==> config.mk <==
export PLATFORM = sky130hd
export DESIGN_NAME = dac_latch_ctrl
export DESIGN_NICKNAME = d
export VERILOG_FILES = /design/src/rtl/dlc_pkg.sv /design/src/rtl/dlc_sync.sv /design/src/rtl/dlc_mode_fsm.sv /design/src/rtl/dlc_latch_pair.sv /design/src/rtl/dac_latch_ctrl.sv
export SDC_FILE = /design/constraint.sdc
export NUM_CORES = 1
export LEC_CHECK = 0
export ABC_CLOCK_PERIOD_IN_PS = 1550
export BUFFER_PORTS_ARGS = -buffer_cell sky130_fd_sc_hd__clkbuf_2
export CAP_MARGIN = 20
export CORE_UTILIZATION = 40
export CTS_CLUSTER_SIZE = 20
export DETAILED_ROUTE_END_ITERATION = 8
export GPL_ROUTABILITY_DRIVEN = 0
export PLACE_DENSITY_LB_ADDON = 0.3
export SETUP_SLACK_MARGIN = 0.4
export SYNTH_ARGS = -nofsm -noshare
export SYNTH_HDL_FRONTEND = slang
export SYNTH_SLANG_ARGS = --single-unit
==> constraint.sdc <==
create_clock -name clk -period 1.55 [get_ports clk]
set_input_delay 0.0775 -clock clk [delete_from_list [all_inputs] [get_ports clk]]
set_output_delay 0.0775 -clock clk [all_outputs]
set_load 0.05 [all_outputs]
==> src/rtl/dlc_pkg.sv <==
package dlc_pkg;
    localparam int unsigned CODE_W      = 14;
    localparam int unsigned SYNC_STAGES = 2;

    typedef enum logic [1:0] {
        ST_HOLD     = 2'd0,
        ST_IN_OPEN  = 2'd1,
        ST_DAC_OPEN = 2'd2
    } mode_e;
endpackage

==> src/rtl/dlc_sync.sv <==
// Register chain: a metastability synchronizer for the control pins,
// and an alignment delay for the data bus.
module dlc_sync #(
    parameter int unsigned    W       = 1,
    parameter int unsigned    STAGES  = 2,
    parameter logic [W-1:0]   RST_VAL = '0
) (
    input  logic         clk,
    input  logic         rst,
    input  logic [W-1:0] d,
    output logic [W-1:0] q
);
    logic [W-1:0] chain [STAGES];

    generate
        for (genvar i = 0; i < STAGES; i++) begin : g_stage
            if (i == 0) begin : g_first
                always_ff @(posedge clk) begin
                    if (rst) chain[i] <= RST_VAL;
                    else     chain[i] <= d;
                end
            end else begin : g_next
                always_ff @(posedge clk) begin
                    if (rst) chain[i] <= RST_VAL;
                    else     chain[i] <= chain[i-1];
                end
            end
        end
    endgenerate

    assign q = chain[STAGES-1];
endmodule

==> src/rtl/dlc_mode_fsm.sv <==
// Decides which register is open.
// Write-open has priority, so both registers are never open together.
module dlc_mode_fsm
    import dlc_pkg::*;
(
    input  logic  clk,
    input  logic  rst,
    input  logic  sel_s_n,
    input  logic  wstb_s_n,
    input  logic  xfer_s_n,
    output logic  in_load,
    output logic  dac_load
);
    mode_e state, state_nx;
    logic  write_on;

    assign write_on = !sel_s_n && !wstb_s_n;

    always_ff @(posedge clk) begin
        if (rst) state <= ST_HOLD;
        else     state <= state_nx;
    end

    always_comb begin
        state_nx = state;
        unique case (state)
            ST_HOLD: begin
                if (write_on)      state_nx = ST_IN_OPEN;   // WRITE_BEGIN
                else if (!xfer_s_n) state_nx = ST_DAC_OPEN; // XFER_FALL
            end
            ST_IN_OPEN: begin
                if (!write_on) begin
                    if (!xfer_s_n) state_nx = ST_DAC_OPEN;  // WRITE_END_XFER
                    else           state_nx = ST_HOLD;      // WRITE_END_HOLD
                end
            end
            ST_DAC_OPEN: begin
                if (write_on)      state_nx = ST_IN_OPEN;   // WRITE_BEGIN
                else if (xfer_s_n) state_nx = ST_HOLD;      // XFER_RISE
            end
            default: state_nx = ST_HOLD;
        endcase
    end

    always_comb begin
        in_load  = 1'b0;
        dac_load = 1'b0;
        unique case (state)
            ST_HOLD:     ;
            ST_IN_OPEN:  in_load  = 1'b1;
            ST_DAC_OPEN: dac_load = 1'b1;
            default:     ;
        endcase
    end

    // an open write always reaches the input-open state next cycle
    assert_write_opens_R2: assert property (@(posedge clk) disable iff (rst)
        (!sel_s_n && !wstb_s_n) |=> (state == ST_IN_OPEN));

    // transfer high with no write leads to hold
    assert_idle_holds_R3: assert property (@(posedge clk) disable iff (rst)
        (xfer_s_n && (sel_s_n || wstb_s_n)) |=> (state == ST_HOLD));

    // a single low strobe never opens the staging register
    assert_single_strobe_R9: assert property (@(posedge clk) disable iff (rst)
        (sel_s_n ^ wstb_s_n) |=> (state != ST_IN_OPEN));
endmodule

==> src/rtl/dlc_latch_pair.sv <==
// Staging and code registers, plus the change pulse.
module dlc_latch_pair #(
    parameter int unsigned W = 14
) (
    input  logic         clk,
    input  logic         rst,
    input  logic         in_load,
    input  logic         dac_load,
    input  logic [W-1:0] data,
    output logic [W-1:0] code,
    output logic         upd
);
    logic [W-1:0] stage_q;
    logic [W-1:0] code_q;
    logic         upd_q;

    always_ff @(posedge clk) begin
        if (rst) begin
            stage_q <= '0;
            code_q  <= '0;
            upd_q   <= 1'b0;
        end else begin
            upd_q <= 1'b0;
            if (in_load) stage_q <= data;
            if (dac_load) begin
                code_q <= stage_q;
                upd_q  <= (code_q != stage_q);
            end
        end
    end

    assign code = code_q;
    assign upd  = upd_q;

    // transfers blocked while the staging register is open
    assert_blocked_R5: assert property (@(posedge clk) disable iff (rst)
        in_load |=> $stable(code_q));

    // nothing moves when neither enable is active
    assert_hold_R3: assert property (@(posedge clk) disable iff (rst)
        (!in_load && !dac_load) |=> ($stable(code_q) && $stable(stage_q)));

    // the pulse marks a real change
    assert_pulse_change_R7: assert property (@(posedge clk) disable iff (rst)
        upd_q |-> (code_q != $past(code_q)));

    // every change is flagged
    assert_change_flagged_R7: assert property (@(posedge clk) disable iff (rst)
        (code_q != $past(code_q)) |-> upd_q);

    // the pulse lasts one cycle
    assert_pulse_single_R7: assert property (@(posedge clk) disable iff (rst)
        upd_q |=> !upd_q);
endmodule

==> src/rtl/dac_latch_ctrl.sv <==
module dac_latch_ctrl
    import dlc_pkg::*;
(
    input  logic              clk,
    input  logic              rst,
    input  logic              sel_n,
    input  logic              wstb_n,
    input  logic              xfer_n,
    input  logic [CODE_W-1:0] bus_data,
    output logic [CODE_W-1:0] dac_code,
    output logic              upd_pulse
);
    // Data follows the controls through the synchronizer and the state register.
    localparam int unsigned DATA_DLY = SYNC_STAGES + 1;

    logic [2:0]        ctl_s;
    logic [CODE_W-1:0] data_d;
    logic              in_load, dac_load;

    dlc_sync #(.W(3), .STAGES(SYNC_STAGES), .RST_VAL(3'b111)) i_ctl_sync (
        .clk (clk),
        .rst (rst),
        .d   ({xfer_n, wstb_n, sel_n}),
        .q   (ctl_s)
    );

    dlc_sync #(.W(CODE_W), .STAGES(DATA_DLY), .RST_VAL('0)) i_data_dly (
        .clk (clk),
        .rst (rst),
        .d   (bus_data),
        .q   (data_d)
    );

    dlc_mode_fsm i_fsm (
        .clk      (clk),
        .rst      (rst),
        .sel_s_n  (ctl_s[0]),
        .wstb_s_n (ctl_s[1]),
        .xfer_s_n (ctl_s[2]),
        .in_load  (in_load),
        .dac_load (dac_load)
    );

    dlc_latch_pair #(.W(CODE_W)) i_latches (
        .clk      (clk),
        .rst      (rst),
        .in_load  (in_load),
        .dac_load (dac_load),
        .data     (data_d),
        .code     (dac_code),
        .upd      (upd_pulse)
    );
endmodule

==> results of run 1 <==
routing by layer:
| metal | vias up | global-route usage |
|---|---|---|
| met5 | - | 0 |
| met4 | 0 | 0.0643 |
| met3 | 5 | 0.0607 |
| met2 | 37 | 0.190 |
| met1 | 688 | 0.157 |
| li1 | 896 | - |
through the flow:
step,util,power (mW)
floorplan,-,2.19
global placement,0.467,2.23
detailed placement,0.467,2.23
CTS,0.528,3.69
global route,0.536,3.81
finish,0.536,3.64
power by group through the flow:
stage | sequential (mW) | clock (mW) | combinational, mW
after floorplan | 2.12 | 0 | 0.0683
after global placement | 2.12 | 0 | 0.108
after detailed placement | 2.13 | 0 | 0.109
after CTS | 2.08 | 1.47 | 0.142
after global routing | 2.08 | 1.57 | 0.156
final | 2.08 | 1.42 | 0.140
final cells by class:
cell class | instances | share of cell area
Clock buffer | 12 | 0.0557
Clock inverter | 2 | 0.00353
Sequential cell | 79 | 0.509
Tap cell | 75 | 0.0294
Timing Repair Buffer | 55 | 0.121
Multi-Input combinational cell | 160 | 0.282
layout by cell type (no fill, tap or decap), types with 2 or more instances in the layout:
master	synthesis	layout
a21oi_1	28	28
nor2b_1	42	42
clkbuf_16	0	2
nand4_1	3	3
nor3_1	3	3
or2_2	6	6
and2b_2	0	2
clkbuf_8	0	9
dfxtp_2	0	12
nand2_1	57	57
dfxtp_4	0	7
xnor2_2	0	4
xnor2_1	14	10
nand2b_2	0	2
dfxtp_1	79	60
buf_4	0	4
clkbuf_2	0	33
dlygate4sd3_1	0	17
flip-flops by register name, summed over array words and instances (netlist names):
register           cells
i_data_dly.chain      42
i_latches.stage_q     14
i_ctl_sync.chain       6
i_fsm.state            2
i_latches.code        14
i_latches.upd          1
final timing paths:
path                               start                     to  slack, ns  cells past startpoint
setup reg to reg   i_latches.stage_q[10]          i_latches.upd       0.43                      4
hold reg to reg   i_ctl_sync.chain[1][2]         i_fsm.state[1]       0.39                      1
setup / recovery   i_latches.stage_q[10]          i_latches.upd       0.43                      4
hold / removal                       rst  i_latches.stage_q[11]       0.21                      2
cell families (layout without fill, tap and decap cells):
logic type	Yosys count	count (layout)	share of synthesized area
and+or+nand+nor	117	117	0.235
buffers and inverters	12	69	0.0211
xor gates and xnor gates	14	14	0.0492
DFF	79	79	0.635
AOI/OAI and AO/OA	29	29	0.0593
repair_timing:
item,4_1_cts,5_1_grt
pin swaps,0,5
endpoints found under the hold margin,17,0
resized for setup,2,12
setup endpoints to repair,14,15
hold buffers,17,0
cloned,0,0
==> impl_metrics.toml, run 1 <==
[finish]
fill_cells = 562
seqCellArea_um2 = 1620
nNetsFinal = 324
final_cell_area_um2 = 3190
syn_to_final_growth_pct = 28.1
drive_above_1_share = 0.276
stdcell_count = 383
n_antenna_cell = 0
multi_input_area_um2 = 900

[grt]
grt_usage = 0.129
grt_pass1_vias = 1449
grt-ovfl-total = 0
grt_max_degree = 26
antenna_found_initial = 0
grt_pass1_wl_mm = 6.25

[pwr]
pwr-share-clk = 0.391
combPwrFrac = 0.039
p_seq_frac = 0.571
p_per_area_nw_per_um2 = 1140
swShare = 0.200
irDropWorstVdd_mv = 0.526
p_int_mw = 2.91
power.switching_mw = 0.730
p_leak_nw = 1.22

[synthesis]
synth_edf_count = 0
synthTopCellsByCount = "79 x dfxtp_1, 57 x nand2_1, 42 x nor2b_1, 28 x a21oi_1, 14 x xnor2_1"
syn_avg_cell_area_um2 = 9.92
syn_inst = 251
ys_seq_elements = 79
ys_seq_area_frac = 0.635
ys_types = 15
syn_area_um2 = 2490
async_flop_share = 0
netlist_top_cells_area = "dfxtp_1 64%, nor2b_1 11%, nand2_1 8.6%, a21oi_1 5.6%, xnor2_1 4.9%"
synth_top_area_cell = "dfxtp_1"
synth_top_cell_area_share = 0.635
post-synth-top-count-cell = "dfxtp_1"
synth_ff_type = "dfxtp_1"
synth_nets = 270
ys_warn_count = 0

[timing]
finalMaxSlewViolations = 0
slew-limit-headroom = 0.721
setup_viol = 0
worstMarginPinSlew_ns = 0.419
finClkSkew_ns = 0.00418
finalCriticalPeriod_ns = 1.12
timing.fmax_mhz = 889
whs_ns = 0.207
min_period_over_period = 0.725
rsz0062_at_grt = "yes"
setup_ws_ns = 0.426
setup_tns_ns = 0
hold_violations = 0

[clock_tree]
clk_path_buf_depth = 2
clock_latency_ns = 0.33
root_buffer = "clkbuf_8"
cts_buffers = 9
htree_num_levels = 3
cts.clk_slew.worst_paths_ns = 0.07
tritoncts = "built"
post_cts_buffers = 0
cts_sinks = 79

[floorplan]
core_area_um2 = 5960
start_util = 0.418
io_pins = 34
die_y_um = 80.9
rows = 28
die_x_um = 80.9
die_area_um2 = 6540

[worst_setup_path]
path_class = "register to register"
worstSetupStartpointType = "register"
cp_slowest_cell = "dfxtp_2"
critPathMaxFanout = 3
critical-path-top-delay-family = "simple AND/OR/NAND/NOR gates"
crit_path_max_incr_delay_ns = 0.34
end_kind = "register"
crit_path_cell_trace = "xnor2_1 -> nand4_1 -> nor4_2 -> nor3_1"
path_buf_inv = 0
cp_data_arrival_time_ns = 1.34
required_ns = 1.76

[placed_design]
post_dp_cell_area_um2 = 2780
dpl.cell_count = 352
place_ws_ns = 0.309
dp_hpwl_mm = 2.37
portBuffers = 33

[routing]
firstDrtPassIters = 4
wirelength_met1_mm = 1.89
drcViolationCount = 0
wl_met3_um = 152
routed-via-count = 1626
first_iter_violations = 82
viasPerCell = 4.25
drt-total-wl_mm = 3.65
wl_per_cell_um = 9.54
ant_nets = 0
met2WireLength_mm = 1.57
top_layer = "met4"

[status]
status = "finished clean"

[hold_path]
hp-class = "primary input to register"

[run]
drv_cap = 0
Power figures use the tool's default switching activity.
==> run 2: changes to the inputs <==
- ABC_CLOCK_PERIOD_IN_PS: 1550 -> 1000
- clock period: 1.55 -> 1 ns (I/O delays scaled with it)
==> run 2 against run 1 <==
The run now ends with hold timing, setup timing left. Maximum frequency increased by 4.5%. Count of clock-buffer cells in the layout decreased by 3. Non-clock buffer count increased by 25. Register-to-register slack got worse by 0.50 ns. Critical path type unchanged. Largest power group unchanged. Highest routed layer unchanged.
==> impl_metrics.toml, run 2 (same netlist as run 1, synthesis figures left out) <==
[pwr]
p_leak_nw = 1.69
irDropWorstVdd_mv = 1.21
power_mw = 6.11
p_per_area_nw_per_um2 = 1510

[placed_design]
place_ws_ns = -0.159
dpl.cell_count = 374
portBuffers = 33
dp_hpwl_mm = 2.61

[grt]
grt_usage = 0.159
antenna_found_initial = 0
grt_pass1_wl_mm = 7.48
grt_pass1_vias = 1662
grt-ovfl-total = 0
grt_max_degree = 22

[status]
violations = "hold timing, setup timing"
status = "finished with violations"

[worst_setup_path]
worstSetupStartpointType = "register"
crit_path_end = "i_latches.stage_q[11]"
end_kind = "register"
startpoint = "i_fsm.state[1]"
r2r_setup_slack_ns = -0.08
required_ns = 1.28
cp_data_arrival_time_ns = 1.36
r2r_end = "i_latches.stage_q[11]"
r2r_start = "i_fsm.state[1]"
path_class = "register to register"
r2r_cells = 4
critPathMaxFanout = 7

[timing]
setup_viol = 21
hold_violations = 3
setup_ws_ns = -0.0761
slew-limit-headroom = 0.699
timing.fmax_mhz = 929
min_period_over_period = 1.08
whs_ns = -0.119
finalMaxSlewViolations = 0
rsz0062_at_grt = "yes"
worstMarginPinSlew_ns = 0.452
finalCriticalPeriod_ns = 1.08
finClkSkew_ns = 0.0108

[floorplan]
core_area_um2 = 5960
die_x_um = 80.9
start_util = 0.418
die_area_um2 = 6540
die_y_um = 80.9
io_pins = 34
rows = 28

[finish]
nNetsFinal = 351
top_register = "i_data_dly.chain"
syn_to_final_growth_pct = 62.2
final_cell_mix = "57 x dfxtp_1, 42 x nor2b_1, 27 x nand2_1"
largest_reg_flops = 42
n_antenna_cell = 0
drive_above_1_share = 0.522
fill_cells = 454
layout_commonest_cell = "dfxtp_1"
stdcell_count = 412

[routing]
viasPerCell = 4.39
drt-total-wl_mm = 4.83
drcViolationCount = 0
first_iter_violations = 52
ant_nets = 0
firstDrtPassIters = 4
routed-via-count = 1808
wl_per_cell_um = 11.7

[clock_tree]
cts_buffers = 9
cts.clk_slew.worst_paths_ns = 0.08
clock_latency_ns = 0.35
htree_num_levels = 3
cts_sinks = 79
tritoncts = "built"
root_buffer = "clkbuf_8"
cts_hold_buf = 14
clk_path_buf_depth = 2

[run]
drv_cap = 0

[hold_path]
hp-class = "primary input to register"
hold_depth = 2
run 2: cell types whose count changed in the layout (fill, tap and decap cells not counted), moves of 6 or more:
cell and delta:
a21oi_1 -25, a21oi_2 +25, buf_4 +20, buf_6 +6, clkbuf_16 +11, clkbuf_2 -15, dfxtp_2 -6, dfxtp_4 +9
nand2_1 -30, nand2_2 +16, nand2_4 +14
run 2: repair_timing:
item | in CTS | in global routing
buffers inserted | 2 | 3
pin swaps | 10 | 36
cloned | 2 | 1
hold endpoints to repair | 17 | 3
gates resized for setup | 70 | 70
endpoints found under the setup margin | 49 | 49
run 2: power by group:
group / switching, mW / internal, mW / leakage, nW / total [mW]
clock: 1.22 / 1.44 / 0.112 / 2.65
sequential: 0.0258 / 3.18 / 0.659 / 3.21
combinational: 0.109 / 0.144 / 0.923 / 0.252
run 2: per-layer routing:
| layer | track usage | part of all wire | vias to the layer above |
|---|---|---|---|
| li1 | - | - | 959 |
| met1 | 0.183 | 0.44 | 784 |
| met2 | 0.251 | 0.48 | 48 |
| met3 | 0.0483 | 0.039 | 17 |
| met4 | 0.113 | 0.035 | 0 |
| met5 | 0 | 0 | - |
run 2: layout make-up:
cell class	instances	area [um2]	share of cell area
sequential	79	1650	0.408
multi-input combinational	162	1180	0.292
timing repair buffer	80	888	0.220
clock buffer	9	124	0.0307
clock inverter	7	105	0.0260
tap	75	93.8	0.0232
run 2: metrics by stage:
stage | TNS, ns | utilization | instance area (um2)
2_1_floorplan | -0.0799 | - | 2600
3_3_place_gp | -0.906 | 0.503 | 3000
3_5_place_dp | -1.92 | 0.503 | 3000
4_1_cts | -0.401 | 0.630 | 3750
5_1_grt | -1.97 | 0.678 | 4040
6_report | -0.926 | 0.678 | 4040
run 2: worst min-delay path by stage:
stage | start | end
after floorplan | sel_n | i_ctl_sync.chain[0][0]
after global placement | wstb_n | i_ctl_sync.chain[0][1]
after detailed placement | sel_n | i_ctl_sync.chain[0][0]
after CTS | sel_n | i_ctl_sync.chain[0][0]
after global routing | wstb_n | i_ctl_sync.chain[0][1]
final | sel_n | i_ctl_sync.chain[0][0]
run 2: worst max-delay path: stages (launching register included):
cell       delay [ns]
dfxtp_4          0.37
and2b_2          0.27
clkbuf_16        0.19
nand2_4          0.05
a21oi_2          0.13
